===== src/rtl/fir_mac_pkg.sv =====
package fir_mac_pkg;

   // run sequencer states
   typedef enum logic [2:0] {
      ST_IDLE  = 3'd0,
      ST_FETCH = 3'd1,
      ST_LAST  = 3'd2,
      ST_HOLD  = 3'd3,
      ST_EMIT  = 3'd4
   } fir_state_e;

   // guard bits needed to sum n full-scale products
   function automatic int guard_bits(input int n);
      return (n < 2) ? 1 : $clog2(n);
   endfunction

endpackage


===== src/rtl/fir_circ_ptr.sv =====
module fir_circ_ptr #(
   parameter int DEPTH = 16,
   parameter int AW    = 4,
   parameter bit DOWN  = 1'b0
) (
   input  logic          clk,
   input  logic          rst_n,
   input  logic          load,
   input  logic [AW-1:0] load_val,
   input  logic          step,
   output logic [AW-1:0] ptr
);

   localparam logic [AW-1:0] LAST = AW'(DEPTH - 1);

   logic [AW-1:0] ptr_q;
   logic [AW-1:0] ptr_nxt;

   generate
      if (DEPTH < 2) begin : g_bad_depth
         $error("fir_circ_ptr: DEPTH must be at least 2");
      end
      if ((1 << AW) < DEPTH) begin : g_bad_aw
         $error("fir_circ_ptr: AW too narrow for DEPTH");
      end

      if (DOWN) begin : g_down
         always_comb begin
            if (ptr_q == '0) ptr_nxt = LAST;
            else             ptr_nxt = ptr_q - 1'b1;
         end
      end else begin : g_up
         always_comb begin
            if (ptr_q == LAST) ptr_nxt = '0;
            else               ptr_nxt = ptr_q + 1'b1;
         end
      end
   endgenerate

   always_ff @(posedge clk) begin
      if (!rst_n)    ptr_q <= '0;
      else if (load) ptr_q <= load_val;
      else if (step) ptr_q <= ptr_nxt;
   end

   assign ptr = ptr_q;

   AST_PTR_IN_RING: assert property (@(posedge clk) disable iff (!rst_n)
      (load && load_val <= LAST) |=> (ptr_q <= LAST));

endmodule


===== src/rtl/fir_tap_ram.sv =====
module fir_tap_ram #(
   parameter int DEPTH = 16,
   parameter int W     = 16,
   parameter int AW    = 4
) (
   input  logic          clk,
   input  logic          rst_n,
   input  logic          we,
   input  logic [AW-1:0] waddr,
   input  logic [W-1:0]  wdata,
   input  logic [AW-1:0] raddr,
   output logic [W-1:0]  rdata
);

   logic [W-1:0] mem_q [DEPTH];

   generate
      if (W < 2) begin : g_bad_w
         $error("fir_tap_ram: W must be at least 2");
      end
   endgenerate

   always_ff @(posedge clk) begin
      if (!rst_n) begin
         for (int i = 0; i < DEPTH; i++) mem_q[i] <= '0;
      end else if (we) begin
         mem_q[waddr] <= wdata;
      end
   end

   // asynchronous read: the word is usable in the cycle its address is set
   assign rdata = mem_q[raddr];

endmodule


===== src/rtl/fir_mac_acc.sv =====
module fir_mac_acc #(
   parameter int A_W      = 16,
   parameter int B_W      = 16,
   parameter int ACC_W    = 36,
   parameter int SHIFT    = 15,
   parameter int OUT_W    = 16,
   parameter bit ROUND_EN = 1'b1
) (
   input  logic                    clk,
   input  logic                    rst_n,
   input  logic                    clr,
   input  logic                    mul_en,
   input  logic                    hold_en,
   input  logic                    emit_en,
   input  logic signed [A_W-1:0]   a,
   input  logic signed [B_W-1:0]   b,
   output logic signed [OUT_W-1:0] out_data,
   output logic                    out_valid
);

   localparam int P_W = A_W + B_W;
   localparam int R_W = ACC_W + 1;
   localparam logic signed [OUT_W-1:0] MAX_N = {1'b0, {(OUT_W-1){1'b1}}};
   localparam logic signed [OUT_W-1:0] MIN_N = {1'b1, {(OUT_W-1){1'b0}}};
   localparam logic signed [R_W-1:0]   MAX_R = R_W'(MAX_N);
   localparam logic signed [R_W-1:0]   MIN_R = R_W'(MIN_N);

   logic signed [P_W-1:0]   prod_q;
   logic                    prod_v;
   logic signed [ACC_W-1:0] acc_q;
   logic signed [R_W-1:0]   acc_ext;
   logic signed [R_W-1:0]   scaled;
   logic signed [OUT_W-1:0] sat_val;
   logic signed [OUT_W-1:0] hold_q;

   generate
      if (ACC_W < P_W) begin : g_bad_acc
         $error("fir_mac_acc: ACC_W narrower than a product");
      end
      if (SHIFT < 1 || SHIFT >= ACC_W) begin : g_bad_shift
         $error("fir_mac_acc: SHIFT out of range");
      end
      if (OUT_W > ACC_W) begin : g_bad_out
         $error("fir_mac_acc: OUT_W wider than accumulator");
      end
   endgenerate

   assign acc_ext = R_W'(acc_q);

   generate
      if (ROUND_EN) begin : g_round
         localparam logic signed [R_W-1:0] HALF = R_W'(1) <<< (SHIFT - 1);
         assign scaled = (acc_ext + HALF) >>> SHIFT;
      end else begin : g_trunc
         assign scaled = acc_ext >>> SHIFT;
      end
   endgenerate

   always_comb begin
      if (scaled > MAX_R)      sat_val = MAX_N;
      else if (scaled < MIN_R) sat_val = MIN_N;
      else                     sat_val = scaled[OUT_W-1:0];
   end

   always_ff @(posedge clk) begin
      if (!rst_n) begin
         prod_q    <= '0;
         prod_v    <= 1'b0;
         acc_q     <= '0;
         hold_q    <= '0;
         out_data  <= '0;
         out_valid <= 1'b0;
      end else begin
         prod_v <= mul_en;
         if (mul_en) prod_q <= a * b;
         if (clr)         acc_q <= '0;
         else if (prod_v) acc_q <= acc_q + ACC_W'(prod_q);
         if (hold_en) hold_q <= sat_val;
         out_valid <= emit_en;
         if (emit_en) out_data <= hold_q;
      end
   end

   AST_ACC_CLEARED: assert property (@(posedge clk) disable iff (!rst_n)
      clr |=> (acc_q == '0));

   AST_OUT_ONE_CYCLE: assert property (@(posedge clk) disable iff (!rst_n)
      out_valid |=> !out_valid);

   AST_OUT_STABLE: assert property (@(posedge clk) disable iff (!rst_n)
      !emit_en |=> $stable(out_data));

endmodule


===== src/rtl/fir_mac_engine.sv =====
module fir_mac_engine
   import fir_mac_pkg::*;
#(
   parameter int TAPS      = 16,
   parameter int DW        = 16,
   parameter int CW        = 16,
   parameter int OW        = DW,
   parameter int COEF_FRAC = CW - 1,
   parameter bit ROUND_EN  = 1'b1,
   parameter int AW        = (TAPS < 2) ? 1 : $clog2(TAPS)
) (
   input  logic                 clk,
   input  logic                 rst_n,
   input  logic                 in_valid,
   input  logic signed [DW-1:0] in_data,
   input  logic                 coef_we,
   input  logic [AW-1:0]        coef_addr,
   input  logic signed [CW-1:0] coef_data,
   output logic                 out_valid,
   output logic signed [OW-1:0] out_data,
   output logic                 busy,
   output logic                 overrun
);

   localparam int            ACC_W    = DW + CW + guard_bits(TAPS);
   localparam logic [AW-1:0] LAST_TAP = AW'(TAPS - 1);

   generate
      if (TAPS < 2) begin : g_bad_taps
         $error("fir_mac_engine: TAPS must be at least 2");
      end
      if (AW != $clog2(TAPS)) begin : g_bad_aw
         $error("fir_mac_engine: AW must equal clog2(TAPS)");
      end
      if (COEF_FRAC < 1) begin : g_bad_frac
         $error("fir_mac_engine: COEF_FRAC must be positive");
      end
   endgenerate

   fir_state_e    state_q;
   fir_state_e    state_nxt;
   logic [AW-1:0] tap_q;
   logic          accept;
   logic          fetching;
   logic          coef_wr_ok;
   logic          overrun_q;
   logic [AW-1:0] wr_ptr;
   logic [AW-1:0] srd_ptr;
   logic [AW-1:0] crd_ptr;
   logic [DW-1:0] samp_rd;
   logic [CW-1:0] coef_rd;

   assign busy       = (state_q != ST_IDLE);
   assign accept     = in_valid && !busy;
   assign fetching   = (state_q == ST_FETCH);
   assign coef_wr_ok = coef_we && !busy && (coef_addr <= LAST_TAP);

   // sequencer
   always_comb begin
      state_nxt = state_q;
      unique case (state_q)
         ST_IDLE:  if (in_valid) state_nxt = ST_FETCH;
         ST_FETCH: if (tap_q == LAST_TAP) state_nxt = ST_LAST;
         ST_LAST:  state_nxt = ST_HOLD;
         ST_HOLD:  state_nxt = ST_EMIT;
         ST_EMIT:  state_nxt = ST_IDLE;
         default:  state_nxt = ST_IDLE;
      endcase
   end

   always_ff @(posedge clk) begin
      if (!rst_n) begin
         state_q   <= ST_IDLE;
         tap_q     <= '0;
         overrun_q <= 1'b0;
      end else begin
         state_q   <= state_nxt;
         overrun_q <= in_valid && busy;
         if (accept)        tap_q <= '0;
         else if (fetching) tap_q <= tap_q + 1'b1;
      end
   end

   assign overrun = overrun_q;

   // newest sample is written at wr_ptr, which then moves down, so the
   // tap walk reads newest-to-oldest with an up-counting pointer
   fir_circ_ptr #(.DEPTH(TAPS), .AW(AW), .DOWN(1'b1)) u_wr_ptr (
      .clk      (clk),
      .rst_n    (rst_n),
      .load     (1'b0),
      .load_val ('0),
      .step     (accept),
      .ptr      (wr_ptr)
   );

   fir_circ_ptr #(.DEPTH(TAPS), .AW(AW), .DOWN(1'b0)) u_samp_ptr (
      .clk      (clk),
      .rst_n    (rst_n),
      .load     (accept),
      .load_val (wr_ptr),
      .step     (fetching),
      .ptr      (srd_ptr)
   );

   fir_circ_ptr #(.DEPTH(TAPS), .AW(AW), .DOWN(1'b0)) u_coef_ptr (
      .clk      (clk),
      .rst_n    (rst_n),
      .load     (accept),
      .load_val ('0),
      .step     (fetching),
      .ptr      (crd_ptr)
   );

   fir_tap_ram #(.DEPTH(TAPS), .W(DW), .AW(AW)) u_samp_ram (
      .clk   (clk),
      .rst_n (rst_n),
      .we    (accept),
      .waddr (wr_ptr),
      .wdata (in_data),
      .raddr (srd_ptr),
      .rdata (samp_rd)
   );

   fir_tap_ram #(.DEPTH(TAPS), .W(CW), .AW(AW)) u_coef_ram (
      .clk   (clk),
      .rst_n (rst_n),
      .we    (coef_wr_ok),
      .waddr (coef_addr),
      .wdata (coef_data),
      .raddr (crd_ptr),
      .rdata (coef_rd)
   );

   fir_mac_acc #(
      .A_W      (DW),
      .B_W      (CW),
      .ACC_W    (ACC_W),
      .SHIFT    (COEF_FRAC),
      .OUT_W    (OW),
      .ROUND_EN (ROUND_EN)
   ) u_mac (
      .clk       (clk),
      .rst_n     (rst_n),
      .clr       (accept),
      .mul_en    (fetching),
      .hold_en   (state_q == ST_HOLD),
      .emit_en   (state_q == ST_EMIT),
      .a         ($signed(samp_rd)),
      .b         ($signed(coef_rd)),
      .out_data  (out_data),
      .out_valid (out_valid)
   );

   AST_START_SETS_BUSY: assert property (@(posedge clk) disable iff (!rst_n)
      (in_valid && !busy) |=> busy);

   AST_BUSY_ONLY_ON_STROBE: assert property (@(posedge clk) disable iff (!rst_n)
      $rose(busy) |-> $past(in_valid));

   AST_OVERRUN_RAISED: assert property (@(posedge clk) disable iff (!rst_n)
      (in_valid && busy) |=> overrun);

   AST_NO_OVERRUN_IDLE: assert property (@(posedge clk) disable iff (!rst_n)
      (in_valid && !busy) |=> !overrun);

   AST_OUT_AFTER_EMIT: assert property (@(posedge clk) disable iff (!rst_n)
      out_valid |-> ($past(state_q) == ST_EMIT) && !busy);

   AST_FETCH_LENGTH: assert property (@(posedge clk) disable iff (!rst_n)
      (fetching && tap_q != LAST_TAP) |=> fetching);

endmodule


===== config.mk =====
export PLATFORM = sky130hd
export DESIGN_NAME = fir_mac_engine
export DESIGN_NICKNAME = d
export VERILOG_FILES = /design/src/rtl/fir_mac_pkg.sv /design/src/rtl/fir_circ_ptr.sv /design/src/rtl/fir_tap_ram.sv /design/src/rtl/fir_mac_acc.sv /design/src/rtl/fir_mac_engine.sv
export SDC_FILE = /design/constraint.sdc
export NUM_CORES = 2
export LEC_CHECK = 0
export BUFFER_PORTS_ARGS = -buffer_cell sky130_fd_sc_hd__buf_2
export CORE_AREA = 2 2 424 321
export CTS_CLUSTER_SIZE = 16
export DETAILED_ROUTE_END_ITERATION = 16
export DIE_AREA = 0 0 426 323
export HOLD_SLACK_MARGIN = 0.06
export PLACE_DENSITY = 0.43
export SETUP_SLACK_MARGIN = 0.1
export SLEW_MARGIN = 20
export SYNTH_ARGS = -nofsm -noshare
export SYNTH_HDL_FRONTEND = slang
export SYNTH_HIERARCHICAL = 1
export SYNTH_SLANG_ARGS = --single-unit

===== constraint.sdc =====
create_clock -name clk -period 16 [get_ports clk]
set_input_delay 2.4 -clock clk [delete_from_list [all_inputs] [get_ports clk]]
set_output_delay 2.4 -clock clk [all_outputs]
set_load 0.01 [all_outputs]

==> results.sh <==
export IMPL_drc_errors=0
export IMPL_cts_tree="done"
export IMPL_skew_ns=0.0442
export IMPL_grt_max_degree=54
export IMPL_async_reset_ff_frac=0
export IMPL_postCtsSetupBuffers=0
export IMPL_synth_main_ff_cell="edfxtp_1"
export IMPL_fin_crit_ns=9.27
export IMPL_timing_hold_violations_final=0
export IMPL_start_util=0.297
export IMPL_htree_levels=3
export IMPL_coreArea_mm2=0.134
export IMPL_synthCells=3319
export IMPL_clockBufferDepth=3
export IMPL_portBuffers=58
export IMPL_crit_start="u_coef_ptr/ptr[0]"
export IMPL_drtIter0Drc=1723
export IMPL_outcome="finished clean"
export IMPL_vias=24153
export IMPL_wl_per_cell_um=21.4
export IMPL_ctsResizeCount=0
export IMPL_synth_seq_cells=634
export IMPL_hold_path_class="register to register"
export IMPL_worstSkewPairLatency_ns=0.69
export IMPL_place_hpwl_um=75200
export IMPL_rows=117
export IMPL_min_from="u_mac/hold_q[15]"
export IMPL_synth_cell_types=91
export IMPL_cp_end_kind="register"
export IMPL_yosysSeqAreaShare=0.448
export IMPL_drive_gt1_frac=0.122
export IMPL_slew_violations=0
export IMPL_globalplace_congestion=0.773
export IMPL_clkSlewWorstSetupHoldPaths_ns=0.06
export IMPL_grt_usage=0.165
export IMPL_layout_commonest_cell="and2_1"
export IMPL_synth_edf_count=512
export IMPL_r2r_slack_ns=6.73
export IMPL_pin_count=59
export IMPL_final_cell_mix="and2_1, edfxtp_1, inv_1, fa_1, nand2_1"
export IMPL_reg2reg_from="u_coef_ptr/ptr[0]"
export IMPL_synthesis_area_mm2=0.0398
export IMPL_reg2reg_depth=25
export IMPL_fmax_ghz=0.108
export IMPL_critPathRequiredTime_ns=16.55
export IMPL_drv_cap=0
export IMPL_critPathKind="register to register"
export IMPL_syn_avg_cell_area_um2=12.0
export IMPL_viasPerCell=4.64
export IMPL_fillCellCount=13444
export IMPL_final_util=0.332
export IMPL_die_w_um=426
export IMPL_final_cells=5205
export IMPL_worstMarginPinSlew_ns=1.16
export IMPL_period_share=0.580
export IMPL_slew_headroom=0.227
export IMPL_die_y_um=323
export IMPL_nNetsFinal=3779
export IMPL_antenna_violating_nets_post_route=0
export IMPL_grt_pass1_wl_um=170000
export IMPL_crit_path_start_kind="register"
export IMPL_grt_pass1_vias=25286
export IMPL_holdPathStages=2
export IMPL_routed_wirelength_um=111000
export IMPL_overflow=0
export IMPL_cts_root_buf="clkbuf_16"
export IMPL_holdBufCountCts=0
export IMPL_syn_to_final_growth_pct=11.7
export IMPL_yosysWarnings=6
export IMPL_reg2reg_to="u_mac/prod_q[31]"
export IMPL_worstPathArrival_ns=9.82
export IMPL_rsz0062_at_grt="false"
export IMPL_cts_buffers=76
export IMPL_final_setup_tns_ns=0
export IMPL_cp_max_fo=36
export IMPL_post_place_cells=5061
export IMPL_cts_sinks=634
export IMPL_min_to="u_mac/hold_q[15]"
export IMPL_finalSetupViolations=0
export IMPL_dr_pass1_iters=5
export IMPL_antenna_found_initial=8
export IMPL_die_area_mm2=0.138
-- layout make-up --
type | instances | area, µm² | share of cell area
Inverter | 343 | 1290 | 0.0290
Clock buffer | 100 | 2030 | 0.0458
Sequential cell | 634 | 17800 | 0.401
Antenna cell | 8 | 20.0 | 0.000450
Clock inverter | 36 | 323 | 0.00726
Timing Repair Buffer | 119 | 751 | 0.0169
Multi-Input combinational cell | 2180 | 20000 | 0.449
Tap cell | 1785 | 2230 | 0.0502
-- through the flow --
stage | instance area [µm²] | hold slack (ns) | setup slack (ns)
3_3_place_gp | 42100 | 0.459 | 6.66
2_1_floorplan | 39800 | 0.443 | 8.44
6_report | 44500 | 0.474 | 6.73
3_5_place_dp | 42100 | 0.471 | 6.58
4_1_cts | 44400 | 0.481 | 6.55
5_1_grt | 44400 | 0.512 | 6.13
-- routing by layer --
metal / share of wire / track usage
met2: 0.42 / 0.240
met3: 0.048 / 0.0322
met4: 0.018 / 0.0355
met5: 0.00023 / 0
met1: 0.51 / 0.253
-- how the worst max path moves through the flow --
stage                  endpoint  slack, ns
3_3_place_gp   u_mac/prod_q[31]       6.66
2_1_floorplan  u_mac/prod_q[31]       8.44
3_5_place_dp   u_mac/prod_q[31]       6.58
5_1_grt        u_mac/prod_q[31]       6.13
4_1_cts        u_mac/prod_q[31]       6.55
6_report       u_mac/prod_q[31]       6.73
-- kinds of logic after synthesis --
| logic type | count (synthesis) | synth area share |
|---|---|---|
| compound gates | 340 | 0.0576 |
| fa+ha+maj | 385 | 0.171 |
| simple gates | 1161 | 0.164 |
| flops | 634 | 0.448 |
| buf+inv | 519 | 0.0525 |
| mux | 188 | 0.0876 |
| xor+xnor | 91 | 0.0200 |
| other cells | 1 | 0.0000942 |
-- flip-flops by register name (all words and copies together) (netlist names), 4 cells and up --
register          cells
tap_q                 4
u_coef_ptr/ptr        4
u_coef_ram/mem_q    256
u_mac/acc_q          36
u_mac/hold_q         16
u_mac/out_data       16
u_mac/prod_q         32
u_samp_ptr/ptr        4
u_samp_ram/mem_q    256
u_wr_ptr/ptr          4
-- cells in the mapped netlist (all sizes together) (3+ instances only) --
cell type | instances | area share
and2 | 648 | 0.10
edfxtp | 512 | 0.39
inv | 343 | 0.032
fa | 263 | 0.13
nand2 | 215 | 0.020
nor2 | 162 | 0.016
clkbuf | 135 | 0.014
mux4 | 128 | 0.072
dfxtp | 122 | 0.061
ha | 122 | 0.038
a21oi | 81 | 0.010
o21ai | 78 | 0.010
xnor2 | 70 | 0.015
a22oi | 67 | 0.013
mux2i | 57 | 0.014
buf | 40 | 0.0057
nand3 | 26 | 0.0033
a21o | 24 | 0.0046
nand2b | 23 | 0.0039
xor2 | 21 | 0.0046
nor3 | 20 | 0.0038
a211oi | 17 | 0.0033
a31oi | 12 | 0.0023
nand4 | 12 | 0.0024
o21bai | 12 | 0.0025
nor2b | 10 | 0.0016
o21a | 7 | 0.0013
o22ai | 7 | 0.0011
a21boi | 6 | 0.0011
and3 | 6 | 0.00094
and4 | 6 | 0.0014
nand4b | 6 | 0.0024
o211ai | 5 | 0.00094
or3 | 5 | 0.00082
nand3b | 4 | 0.00075
nand4bb | 4 | 0.0015
nor3b | 4 | 0.00075
nor4b | 4 | 0.00088
o41ai | 4 | 0.0017
mux2 | 3 | 0.00085
o211a | 3 | 0.00075
-- critical path, cell delays in order (launching register included) --
cell	delay (ns)
dfxtp_4	0.80
buf_4	0.74
mux4_2	0.59
a22oi_1	0.29
nand2_1	0.46
nand2_1	0.27
inv_1	0.11
fa_1	0.49
fa_1	0.91
fa_1	0.52
fa_1	0.50
fa_1	0.55
inv_1	0.05
fa_1	0.53
inv_1	0.04
ha_1	0.36
a21o_1	0.20
a21o_2	0.20
a21oi_1	0.29
o22a_1	0.20
o211ai_1	0.13
a31oi_1	0.28
nor2b_1	0.07
o21ai_0	0.22
nor3_1	0.07
a211o_1	0.24
Power is left out: the tool's default activity adds up to more than one toggle a clock period on the data nets, which glitch-free logic cannot reach.
